File: src/rtl/intr_aggr_pkg.sv
package intr_aggr_pkg;

    localparam int REG_W    = 32;
    localparam int ADDR_W   = 3;
    localparam int NUM_INTX = 4;

    // first level layout
    localparam int L1_ASSERT_BASE   = 16;
    localparam int L1_DEASSERT_BASE = 20;
    localparam int L1_MSI_BIT       = 24;
    localparam int L1_PME_BIT       = 7;
    localparam logic [REG_W-1:0] L1_VALID = 32'h07FF_FFFF;

    // second level layout
    localparam int L2_PWR_BIT         = 4;
    localparam int L2_FLUSH_BIT       = 5;
    localparam int L2_ASSERT_BASE     = 8;
    localparam logic [REG_W-1:0] L2_VALID = 32'h0000_0FF0;

    // host level layout
    localparam int HOST_CORE_BIT = 16;
    localparam logic [REG_W-1:0] HOST_VALID = 32'h00FF_F0FB;

    // reset masks: only the listed bits start unmasked
    localparam logic [REG_W-1:0] L1_MASK_RST   = L1_VALID & ~(REG_W'(1) << L1_MSI_BIT);
    localparam logic [REG_W-1:0] L2_MASK_RST   = L2_VALID;
    localparam logic [REG_W-1:0] HOST_MASK_RST = HOST_VALID & ~(REG_W'(1) << HOST_CORE_BIT);

    typedef enum logic [ADDR_W-1:0] {
        A_L1_STAT   = 3'd0,
        A_L1_MASK   = 3'd1,
        A_L2_STAT   = 3'd2,
        A_L2_MASK   = 3'd3,
        A_HOST_STAT = 3'd4,
        A_HOST_MASK = 3'd5
    } reg_addr_e;

    typedef struct packed {
        logic [NUM_INTX-1:0] assert_ev;
        logic [NUM_INTX-1:0] deassert_ev;
        logic                msi;
        logic                pme;
        logic                pwr;
        logic                flush;
    } evt_bundle_t;

    function automatic logic [REG_W-1:0] summary_set(input logic any_pending);
        logic [REG_W-1:0] v;
        v = '0;
        v[HOST_CORE_BIT] = any_pending;
        return v;
    endfunction

endpackage

File: src/rtl/intr_evt_map.sv
module intr_evt_map
    import intr_aggr_pkg::*;
(
    input  evt_bundle_t      evt,
    output logic [REG_W-1:0] l1_set,
    output logic [REG_W-1:0] l2_set
);

    always_comb begin
        l1_set = '0;
        l2_set = '0;
        for (int n = 0; n < NUM_INTX; n++) begin
            l1_set[L1_ASSERT_BASE + n]   = evt.assert_ev[n];
            l1_set[L1_DEASSERT_BASE + n] = evt.deassert_ev[n];
            l2_set[L2_ASSERT_BASE + n]   = evt.assert_ev[n];
        end
        l1_set[L1_MSI_BIT]   = evt.msi;
        l1_set[L1_PME_BIT]   = evt.pme;
        l2_set[L2_PWR_BIT]   = evt.pwr;
        l2_set[L2_FLUSH_BIT] = evt.flush;
    end

endmodule

File: src/rtl/intr_stat_bank.sv
module intr_stat_bank #(
    parameter int             W        = 32,
    parameter logic [W-1:0]   VALID    = '1,
    parameter logic [W-1:0]   MASK_RST = '0
) (
    input  logic         clk,
    input  logic         rst,
    input  logic [W-1:0] set_vec,
    input  logic         stat_wr,
    input  logic         mask_wr,
    input  logic [W-1:0] wdata,
    output logic [W-1:0] status,
    output logic [W-1:0] mask,
    output logic         any_pend
);

    logic [W-1:0] clr_vec;
    logic [W-1:0] status_nxt;

    always_comb begin
        clr_vec    = stat_wr ? wdata : '0;
        // a set in the same cycle overrides a clear
        status_nxt = ((status & ~clr_vec) | set_vec) & VALID;
    end

    always_ff @(posedge clk) begin
        if (rst) begin
            status <= '0;
            mask   <= MASK_RST & VALID;
        end else begin
            status <= status_nxt;
            if (mask_wr) mask <= wdata & VALID;
        end
    end

    assign any_pend = |(status & ~mask & VALID);

endmodule

File: src/rtl/intr_status_aggr.sv
module intr_status_aggr
    import intr_aggr_pkg::*;
(
    input  logic                clk,
    input  logic                rst,
    input  logic [NUM_INTX-1:0] intx_assert,
    input  logic [NUM_INTX-1:0] intx_deassert,
    input  logic                msi_evt,
    input  logic                pme_evt,
    input  logic                pwr_chg_evt,
    input  logic                flush_evt,
    input  logic                wr_en,
    input  logic [ADDR_W-1:0]   addr,
    input  logic [REG_W-1:0]    wdata,
    output logic [REG_W-1:0]    rdata,
    output logic                irq
);

    evt_bundle_t      evt;
    logic [REG_W-1:0] l1_set, l2_set, host_set;
    logic [REG_W-1:0] l1_stat, l1_mask, l2_stat, l2_mask, host_stat, host_mask;
    logic             l1_any, l2_any, host_any;

    assign evt = '{assert_ev:   intx_assert,
                   deassert_ev: intx_deassert,
                   msi:         msi_evt,
                   pme:         pme_evt,
                   pwr:         pwr_chg_evt,
                   flush:       flush_evt};

    intr_evt_map u_map (
        .evt    (evt),
        .l1_set (l1_set),
        .l2_set (l2_set)
    );

    intr_stat_bank #(.W(REG_W), .VALID(L1_VALID), .MASK_RST(L1_MASK_RST)) u_l1 (
        .clk      (clk),
        .rst      (rst),
        .set_vec  (l1_set),
        .stat_wr  (wr_en && addr == A_L1_STAT),
        .mask_wr  (wr_en && addr == A_L1_MASK),
        .wdata    (wdata),
        .status   (l1_stat),
        .mask     (l1_mask),
        .any_pend (l1_any)
    );

    intr_stat_bank #(.W(REG_W), .VALID(L2_VALID), .MASK_RST(L2_MASK_RST)) u_l2 (
        .clk      (clk),
        .rst      (rst),
        .set_vec  (l2_set),
        .stat_wr  (wr_en && addr == A_L2_STAT),
        .mask_wr  (wr_en && addr == A_L2_MASK),
        .wdata    (wdata),
        .status   (l2_stat),
        .mask     (l2_mask),
        .any_pend (l2_any)
    );

    assign host_set = summary_set(l1_any | l2_any);

    intr_stat_bank #(.W(REG_W), .VALID(HOST_VALID), .MASK_RST(HOST_MASK_RST)) u_host (
        .clk      (clk),
        .rst      (rst),
        .set_vec  (host_set),
        .stat_wr  (wr_en && addr == A_HOST_STAT),
        .mask_wr  (wr_en && addr == A_HOST_MASK),
        .wdata    (wdata),
        .status   (host_stat),
        .mask     (host_mask),
        .any_pend (host_any)
    );

    assign irq = host_any;

    always_comb begin
        case (addr)
            A_L1_STAT:   rdata = l1_stat;
            A_L1_MASK:   rdata = l1_mask;
            A_L2_STAT:   rdata = l2_stat;
            A_L2_MASK:   rdata = l2_mask;
            A_HOST_STAT: rdata = host_stat;
            A_HOST_MASK: rdata = host_mask;
            default:     rdata = '0;
        endcase
    end

endmodule

File: config.mk
export PLATFORM = sky130hd
export DESIGN_NAME = intr_status_aggr
export DESIGN_NICKNAME = d
export VERILOG_FILES = /design/src/rtl/intr_aggr_pkg.sv /design/src/rtl/intr_evt_map.sv /design/src/rtl/intr_stat_bank.sv /design/src/rtl/intr_status_aggr.sv
export SDC_FILE = /design/constraint.sdc
export NUM_CORES = 1
export LEC_CHECK = 0
export ABC_AREA = 1
export BUFFER_PORTS_ARGS = -buffer_cell sky130_fd_sc_hd__buf_2
export CORE_MARGIN = 2
export CORE_UTILIZATION = 25
export CTS_BUF_LIST = sky130_fd_sc_hd__clkbuf_4
export CTS_CLUSTER_SIZE = 30
export DETAILED_ROUTE_END_ITERATION = 8
export SLEW_MARGIN = 0
export SYNTH_ARGS = -nofsm -noshare
export SYNTH_HDL_FRONTEND = slang
export SYNTH_SLANG_ARGS = --single-unit
File: constraint.sdc
create_clock -name clk -period 8.25 [get_ports clk]
set_clock_uncertainty 0.2 [all_clocks]
set_input_delay 2.475 -clock clk [delete_from_list [all_inputs] [get_ports clk]]
set_output_delay 2.475 -clock clk [all_outputs]
set_load 0.02 [all_outputs]
==> results by stage, run 1 <==
Run status:
- The flow ran to the end, and the final reports show no timing, DRC or antenna violations.

Yosys:
- The gate count of the mapped netlist is 702.
- For this run, the register share of the synthesized area comes to 0.442.
- The mean cell area of the mapped netlist is 6.97 µm².
- The synthesized netlist occupies a cell area of 4890 µm².
- For this run, the number of Yosys warnings is 0.
- After synthesis the netlist holds a flip-flop and latch count of 108.
- The count of cell types in the netlist is 24.

Flow run:
- The number of max-cap violations is 0.

Die:
- The core region is 19300 µm².
- The chip height is 144 µm.
- The starting density of the core is 0.253.
- The width of the die is 144 µm.
- The number of placement rows is 51.
- The number of I/O pins is 83.
- The die area is 20700 µm².

Global route:
- The total overflow left after global routing is 0.
- The initial antenna violation count is 0.
- Entering global routing, the biggest net connects 74 pins.
- The number of global-route vias before repair is 4191.
- The global-route total usage across every layer is 0.148.
- The first-pass GRT wire length is 23.3 mm.

STA:
- The highest attainable clock frequency is 0.148 GHz.
- Setup repair after global routing left no endpoint under its margin.
- At the pin with the least slew margin, the transition time is 0.955 ns.
- The relative max-transition margin is 0.363.
- The setup TNS is 0 ns.
- The number of hold-slack violations in the final timing report is 0.
- The portion of the clock cycle consumed by the worst path in the final layout is 0.819.
- The setup violation total in the final timing report is 0.
- The final period demand of the worst path is 6.76 ns.
- The max-slew violation count was 0.

Layout:
- The area growth from synthesis to layout is 14.5%.
- At the end of the flow the core is filled with cells to 0.290.
- The number of nets in the layout is 809.
- With fillers left out, the area of the finished cells amounts to 5600 µm².
- Of the cells placed in the final design, the portion with a size suffix greater than 1 is 0.135.
- The number of antenna diodes in the final layout is 0.

CTS:
- The H-tree depth is 3.
- TritonCTS built the clock tree.
- In this run, post-CTS hold repair placed 0 buffers.
- After clock tree synthesis, the setup repair step added 0 buffers.
- After clock tree synthesis, the clock-pin slew on the worst setup and hold paths is 0.15 ns.
- The root buffer cell is clkbuf_4.
- Clock tree synthesis inserted a total of 9 buffers.
- The maximum root-to-sink buffer count is 2.
- Clock tree synthesis found a total of 108 sinks.
- Clock latency on the worst-skew pair, taken at its later pin, is 0.49 ns.
- The number of gates resized after CTS was 0.

Setup path:
- The critical path is of the primary input to output pin type.
- The worst path required time is 5.58 ns.
- The sort of element at the end of the critical path is an output pin.
- The worst setup path is launched from a primary input.
- The arrival time reported for the critical path endpoint is 4.08 ns.
- Of all nets on the critical path, the largest fanout is 27.

Pwr:
- The clock power share is 0.286.
- Summed over all nets, the switching power comes to 268 µW.
- Internal power comes to 668 µW.
- VDD sags by at most 0.0584 mV.
- The share of total power dissipated in sequential elements is 0.584.
- The leakage power of the design is 0.00285 µW.
- The share of total power dissipated in combinational logic is 0.130.
- Of the total power, the share spent switching nets is 0.287.
- The total power per unit cell area is 167 nW/µm².
- The design draws 936 µW.

Placement:
- The number of buffers inserted by port buffering is 72.
- The global placer's final weighted congestion is 0.783.
- The HPWL after detailed placement is 10.3 mm.
- After detailed placement, the total cell area comes to 5470 µm².

Detailed routing:
- The first detailed-routing pass took 5 iterations.
- The via count is 4627.
- The post-detailed-route via-to-cell ratio is 4.50.
- The number of DRC markers in iteration 0 is 364.
- The detailed-route DRC error count is 0.
- The number of antenna-violating nets in the routed design is 0.
- The routed wire length is 15.0 mm.
- The routed wire length per instance is 14.6 µm.

Min path:
- The class of the most critical hold timing path is flop to flop.
[worst max-delay path: stages]
cell       delay [ns]
buf_2            0.14
nor2_2           0.10
buf_4            0.22
nand2_1          0.13
inv_2            0.47
nand2_1          0.11
o2111ai_1        0.19
buf_2            0.23
[cell usage after synthesis]
| cell | instances | area [µm²] |
|---|---|---|
| nor2_4 | 1 | 11.3 |
| clkbuf_1 | 14 | 52.6 |
| nand4_1 | 8 | 50.1 |
| buf_2 | 11 | 55.1 |
| nand2_1 | 214 | 803 |
| inv_2 | 4 | 15.0 |
| o211ai_1 | 35 | 263 |
| o21ai_0 | 33 | 165 |
| nor2_2 | 3 | 18.8 |
| a22oi_1 | 8 | 60.1 |
| nor3_2 | 1 | 10.0 |
| nor2_1 | 22 | 82.6 |
| a21oi_1 | 36 | 180 |
| dfxtp_1 | 108 | 2160 |
| conb_1 | 1 | 3.75 |
| inv_1 | 116 | 435 |
| o22ai_1 | 4 | 25.0 |
| buf_4 | 8 | 60.1 |
| buf_1 | 3 | 11.3 |
| nor3_4 | 1 | 16.3 |
| nor3_1 | 1 | 5.00 |
| nand3_1 | 54 | 270 |
| o2111ai_1 | 15 | 131 |
| nor4_1 | 1 | 6.26 |
[cell families (layout without fill, tap and decap cells)]
| group | count (synthesis) | in the layout | share of synthesized area |
|---|---|---|---|
| AND/OR/NAND/NOR | 306 | 306 | 0.260 |
| buffers and inverters | 156 | 214 | 0.129 |
| AO/OA/AOI/OAI | 131 | 131 | 0.168 |
| flip-flops | 108 | 108 | 0.442 |
| other | 1 | 5 | 0.000766 |
[layout by cell type, fill, tap and decap left out]
| cell type | synthesis | routed |
|---|---|---|
| bufinv_16 | 0 | 1 |
| nand4_1 | 8 | 8 |
| clkinv_2 | 0 | 2 |
| clkbuf_4 | 0 | 10 |
| nand3_1 | 54 | 54 |
| o211ai_1 | 35 | 35 |
| inv_2 | 4 | 4 |
| inv_1 | 116 | 116 |
| nor3_2 | 1 | 2 |
| nor2_1 | 22 | 22 |
| o2111ai_1 | 15 | 15 |
| dfxtp_1 | 108 | 108 |
| o22ai_1 | 4 | 4 |
| buf_4 | 8 | 6 |
| a22oi_1 | 8 | 8 |
| clkinv_1 | 0 | 2 |
| a21oi_1 | 36 | 36 |
| clkinvlp_4 | 0 | 1 |
| nand2_1 | 214 | 214 |
| nor2_2 | 3 | 3 |
| nor3_4 | 1 | 1 |
| conb_1 | 1 | 5 |
| nor4_1 | 1 | 1 |
| o21ai_0 | 33 | 33 |
| buf_2 | 11 | 72 |
| nor2_4 | 1 | 1 |
[cell type report]
class / count / area [µm²]
fill: 2165 / 13700
multi-input combinational: 442 / 2120
timing repair buffer: 78 / 405
inverter: 120 / 450
clock inverter: 6 / 55.1
sequential: 108 / 2160
tap: 265 / 332
clock buffer: 10 / 75.1
[final timing paths]
check                            to  slack [ns]  cells past startpoint            from
setup / recovery          rdata[16]        1.49                      8         addr[1]
hold / removal       u_l1.status[1]        0.26                      2  u_l1.status[1]
setup reg to reg  u_host.status[16]        6.81                      9   u_l1.mask[23]
hold reg to reg      u_l1.status[1]        0.26                      2  u_l1.status[1]
[per-layer routing]
metal  track usage  routed length [µm]  up-vias
li1              -                   -     2362
met1         0.202                7220     2144
met2         0.231                6820       99
met3        0.0290                 687       22
met4        0.0542                 308        0
met5             0                   0        -
[power by group through the flow]
stage / Combinational, µW / Clock [µW] / Sequential, µW
2_1_floorplan: 74.7 / 0 / 555
3_3_place_gp: 122 / 0 / 557
3_5_place_dp: 123 / 0 / 557
4_1_cts: 123 / 276 / 546
5_1_grt: 134 / 298 / 549
6_report: 122 / 268 / 546
[sequential cells by signal (all words and copies together), names as in the netlist]
signal and flops:
u_l1.mask 27, u_l1.status 27, u_host.mask 19, u_host.status 19
u_l2.mask 8, u_l2.status 8
[metrics by stage]
| stage | setup WS [ns] | instances | hold slack [ns] |
|---|---|---|---|
| floorplan | 1.77 | 706 | 0.232 |
| global placement | 1.47 | 1013 | 0.242 |
| detailed placement | 1.49 | 1013 | 0.243 |
| CTS | 1.49 | 1029 | 0.264 |
| global route | 1.38 | 1029 | 0.277 |
| finish | 1.49 | 1029 | 0.261 |
No activity file was read; power rests on OpenSTA's default activity.
==> inputs of run 2 (changes only) <==
==> constraint.sdc (replaced) <==
create_clock -name clk -period 7.1 [get_ports clk]
set_clock_uncertainty 0.2 [all_clocks]
set_input_delay 2.13 -clock clk [delete_from_list [all_inputs] [get_ports clk]]
set_output_delay 2.13 -clock clk [all_outputs]
set_load 0.02 [all_outputs]
==> run 2 against run 1 <==
Against the previous run: utilization increased by 0.27 points; largest power group unchanged; clock power increased by 35%; non-clock buffer count increased by 1; flip-flop and latch count unchanged.
==> results by stage, run 2 (same netlist as run 1, synthesis figures left out) <==
Die:
- The number of I/O pins was 83 (unchanged).
- The floorplan core area is 19300 µm² (unchanged).
- The width of the die is 144 µm (unchanged).
- The number of placement rows is 51 (unchanged).
- The die area is 20700 µm² (unchanged).
- The chip height was 144 µm (unchanged).
- The starting density of the core is 0.253 (unchanged).

Setup path:
- The cell depth of the worst flop-to-flop path is 9 (unchanged).
- In this run the critical register-to-register path is captured at u_host.status[16].
- In this run the worst setup path begins at addr[2].
- The sort of element at the end of the critical path is an output pin.
- The maximum fanout along the worst path was 17 (-37%).
- The category of the worst setup path launch point is a primary input.
- The arrival time reported for the critical path endpoint is 3.62 ns (-0.46 ns).
- The critical path class is primary input to output pin.
- The worst path required time is 4.77 ns (-0.81 ns).
- In this run the critical register-to-register path is launched from u_l1.mask[23].
- The critical path capture point is rdata[5].
- The slack of the worst reg-to-reg path came to 5.64 ns (-1.17 ns).

CTS:
- The count of clock tree sinks was 108 (unchanged).
- The root buffer cell is clkbuf_4.
- The number of CTS-inserted buffers is 9 (unchanged).
- The maximum root-to-sink buffer count is 2 (unchanged).
- The number of instances resized during post-cts repair is 0 (unchanged).
- The TritonCTS clock tree is built.
- The clock transition time at the flip-flop clock pins of the worst setup and hold paths is 0.16 ns (about the same).
- The hold buffer count at cts is 0 (unchanged).
- The post-CTS setup-driven buffer insertion count was 0 (unchanged).
- The H-tree depth is 3 (unchanged).
- The insertion delay of the later-clocked pin in the worst-skew pair is 0.49 ns (about the same).

Layout:
- The most common cell after layout, fill and taps aside is nand2_1.
- The number of nets in the layout is 810 (+0.12%).
- The final antenna diode count is 0 (unchanged).
- The filler cell count is 2173 (+0.37%).
- Relative to the synthesized area, the layout overhead comes to 15.5%.
- The share of layout cells above drive strength 1 was 0.139 (+0.00375).
- In the layout the commonest cells are nand2_1 (214), inv_1 (116), dfxtp_1 (108), buf_2 (72), nand3_1 (54).
- The largest registers in the layout are u_l1.mask (27), u_l1.status (27).
- The summed area of non-filler cells in the final layout is 5650 µm² (+0.92%).

Global route:
- The number of global-route vias before repair is 4235 (+1.0%).
- The final global-route overflow total is 0 (unchanged).
- The initial antenna violation count was 0 (unchanged).
- The largest net degree at the start of global routing is 46 (-38%).
- The first-pass GRT wire length is 23.4 mm (+0.41%).
- The global-route total usage across every layer was 0.149 (+0.00131).

Detailed routing:
- The via count came to 4642 (+0.32%).
- The routed wire length per instance is 14.6 µm (-0.28%).
- The iteration count of the initial detailed-routing pass is 5 (unchanged).
- The number of antenna-violating nets in the routed design is 0 (unchanged).
- The number of DRC markers in iteration 0 is 362 (-0.55%).
- The detailed-route DRC error count came to 0 (unchanged).
- The routed wire length is 15.0 mm (-0.19%).
- The post-detailed-route via-to-cell ratio came to 4.51 (+0.23%).

Min path:
- The min-delay analysis places its worst path in the category flop to flop.
- The hold path depth is 2 (unchanged).

Pwr:
- The total power per unit cell area was 201 nW/µm² (+21%).
- The worst IR drop on VDD is 0.0653 mV (+12%).
- The leakage power of the design is 0.00287 µW (+0.84%).

STA:
- The number of hold-slack violations in the final timing report is 0 (unchanged).
- The setup violation total in the final timing report is 0 (unchanged).
- The relative max-transition margin is 0.365 (+0.00208).
- The setup TNS is 0 ns (unchanged).
- The transition time at the pin with the least slew margin is 0.952 ns (-0.00312 ns).
- The final period demand of the worst path is 5.95 ns.
- The max-slew violation count is 0 (unchanged).
- The highest attainable clock frequency is 0.168 GHz.
- Dividing the final minimum period by the clock period gives 0.838.
- Setup repair after global routing left no endpoint under its margin.
- The minimum hold slack was 0.261 ns (-0.000109 ns).

Placement:
- The number of buffers inserted by port buffering is 72 (unchanged).
- The detailed placer's ending HPWL is 10.5 mm (+1.8%).
- The total cell area at the placement stage is 5490 µm² (+0.37%).
- The global placer's final weighted congestion is 0.791 (+1.1%).

Flow run:
- The number of max-cap violations came to 0 (unchanged).

Run status:
- The flow ran to the end, and the final reports show no timing, DRC or antenna violations.
-- run 2: critical path: stages --
cell,delay [ns]
buf_2,0.34
inv_1,0.13
nor3_2,0.20
buf_4,0.24
nand2_1,0.06
o21ai_0,0.13
inv_1,0.09
nand4_1,0.11
buf_2,0.18
-- run 2: metal layers --
layer | vias to the layer above | part of all wire | global-route usage
li1 | 2365 | - | -
met5 | - | 0 | 0
met2 | 122 | 0.45 | 0.232
met1 | 2138 | 0.47 | 0.206
met3 | 17 | 0.056 | 0.0280
met4 | 0 | 0.020 | 0.0537
-- run 2: layout make-up --
| class | instances | area (µm²) | share of cell area |
|---|---|---|---|
| multi-input cells | 442 | 2120 | 0.375 |
| repair buffers | 79 | 425 | 0.0753 |
| well taps | 265 | 332 | 0.0587 |
| clock inverters | 6 | 86.3 | 0.0153 |
| inverters | 120 | 450 | 0.0797 |
| flip-flops and latches | 108 | 2160 | 0.382 |
| clock buffers | 10 | 75.1 | 0.0133 |
-- run 2: worst min-delay path by stage --
stage / endpoint / start / slack [ns]
4_1_cts: u_host.status[23] / u_host.status[23] / 0.26
3_3_place_gp: u_host.status[23] / u_host.status[23] / 0.24
6_report: u_host.status[23] / u_host.status[23] / 0.26
5_1_grt: u_host.status[4] / u_host.status[4] / 0.28
2_1_floorplan: u_host.status[13] / u_host.status[13] / 0.23
3_5_place_dp: u_host.status[23] / u_host.status[23] / 0.24
-- run 2: per-stage QoR --
step	setup WS (ns)	cells	utilization	power, µW
final	1.15	1030	0.292	1140
after global routing	1.02	1030	0.292	1190
after CTS	1.15	1030	0.292	1150
after detailed placement	1.16	1014	0.284	791
after global placement	1.14	1014	0.284	790
after floorplan	1.31	706	-	732
-- run 2: power breakdown --
part / internal (µW) / switching [µW] / leakage (µW) / total (µW)
clock: 147 / 215 / 0.0000868 / 362
combinational: 44.0 / 98.1 / 0.00191 / 142
sequential: 625 / 10.3 / 0.000881 / 635
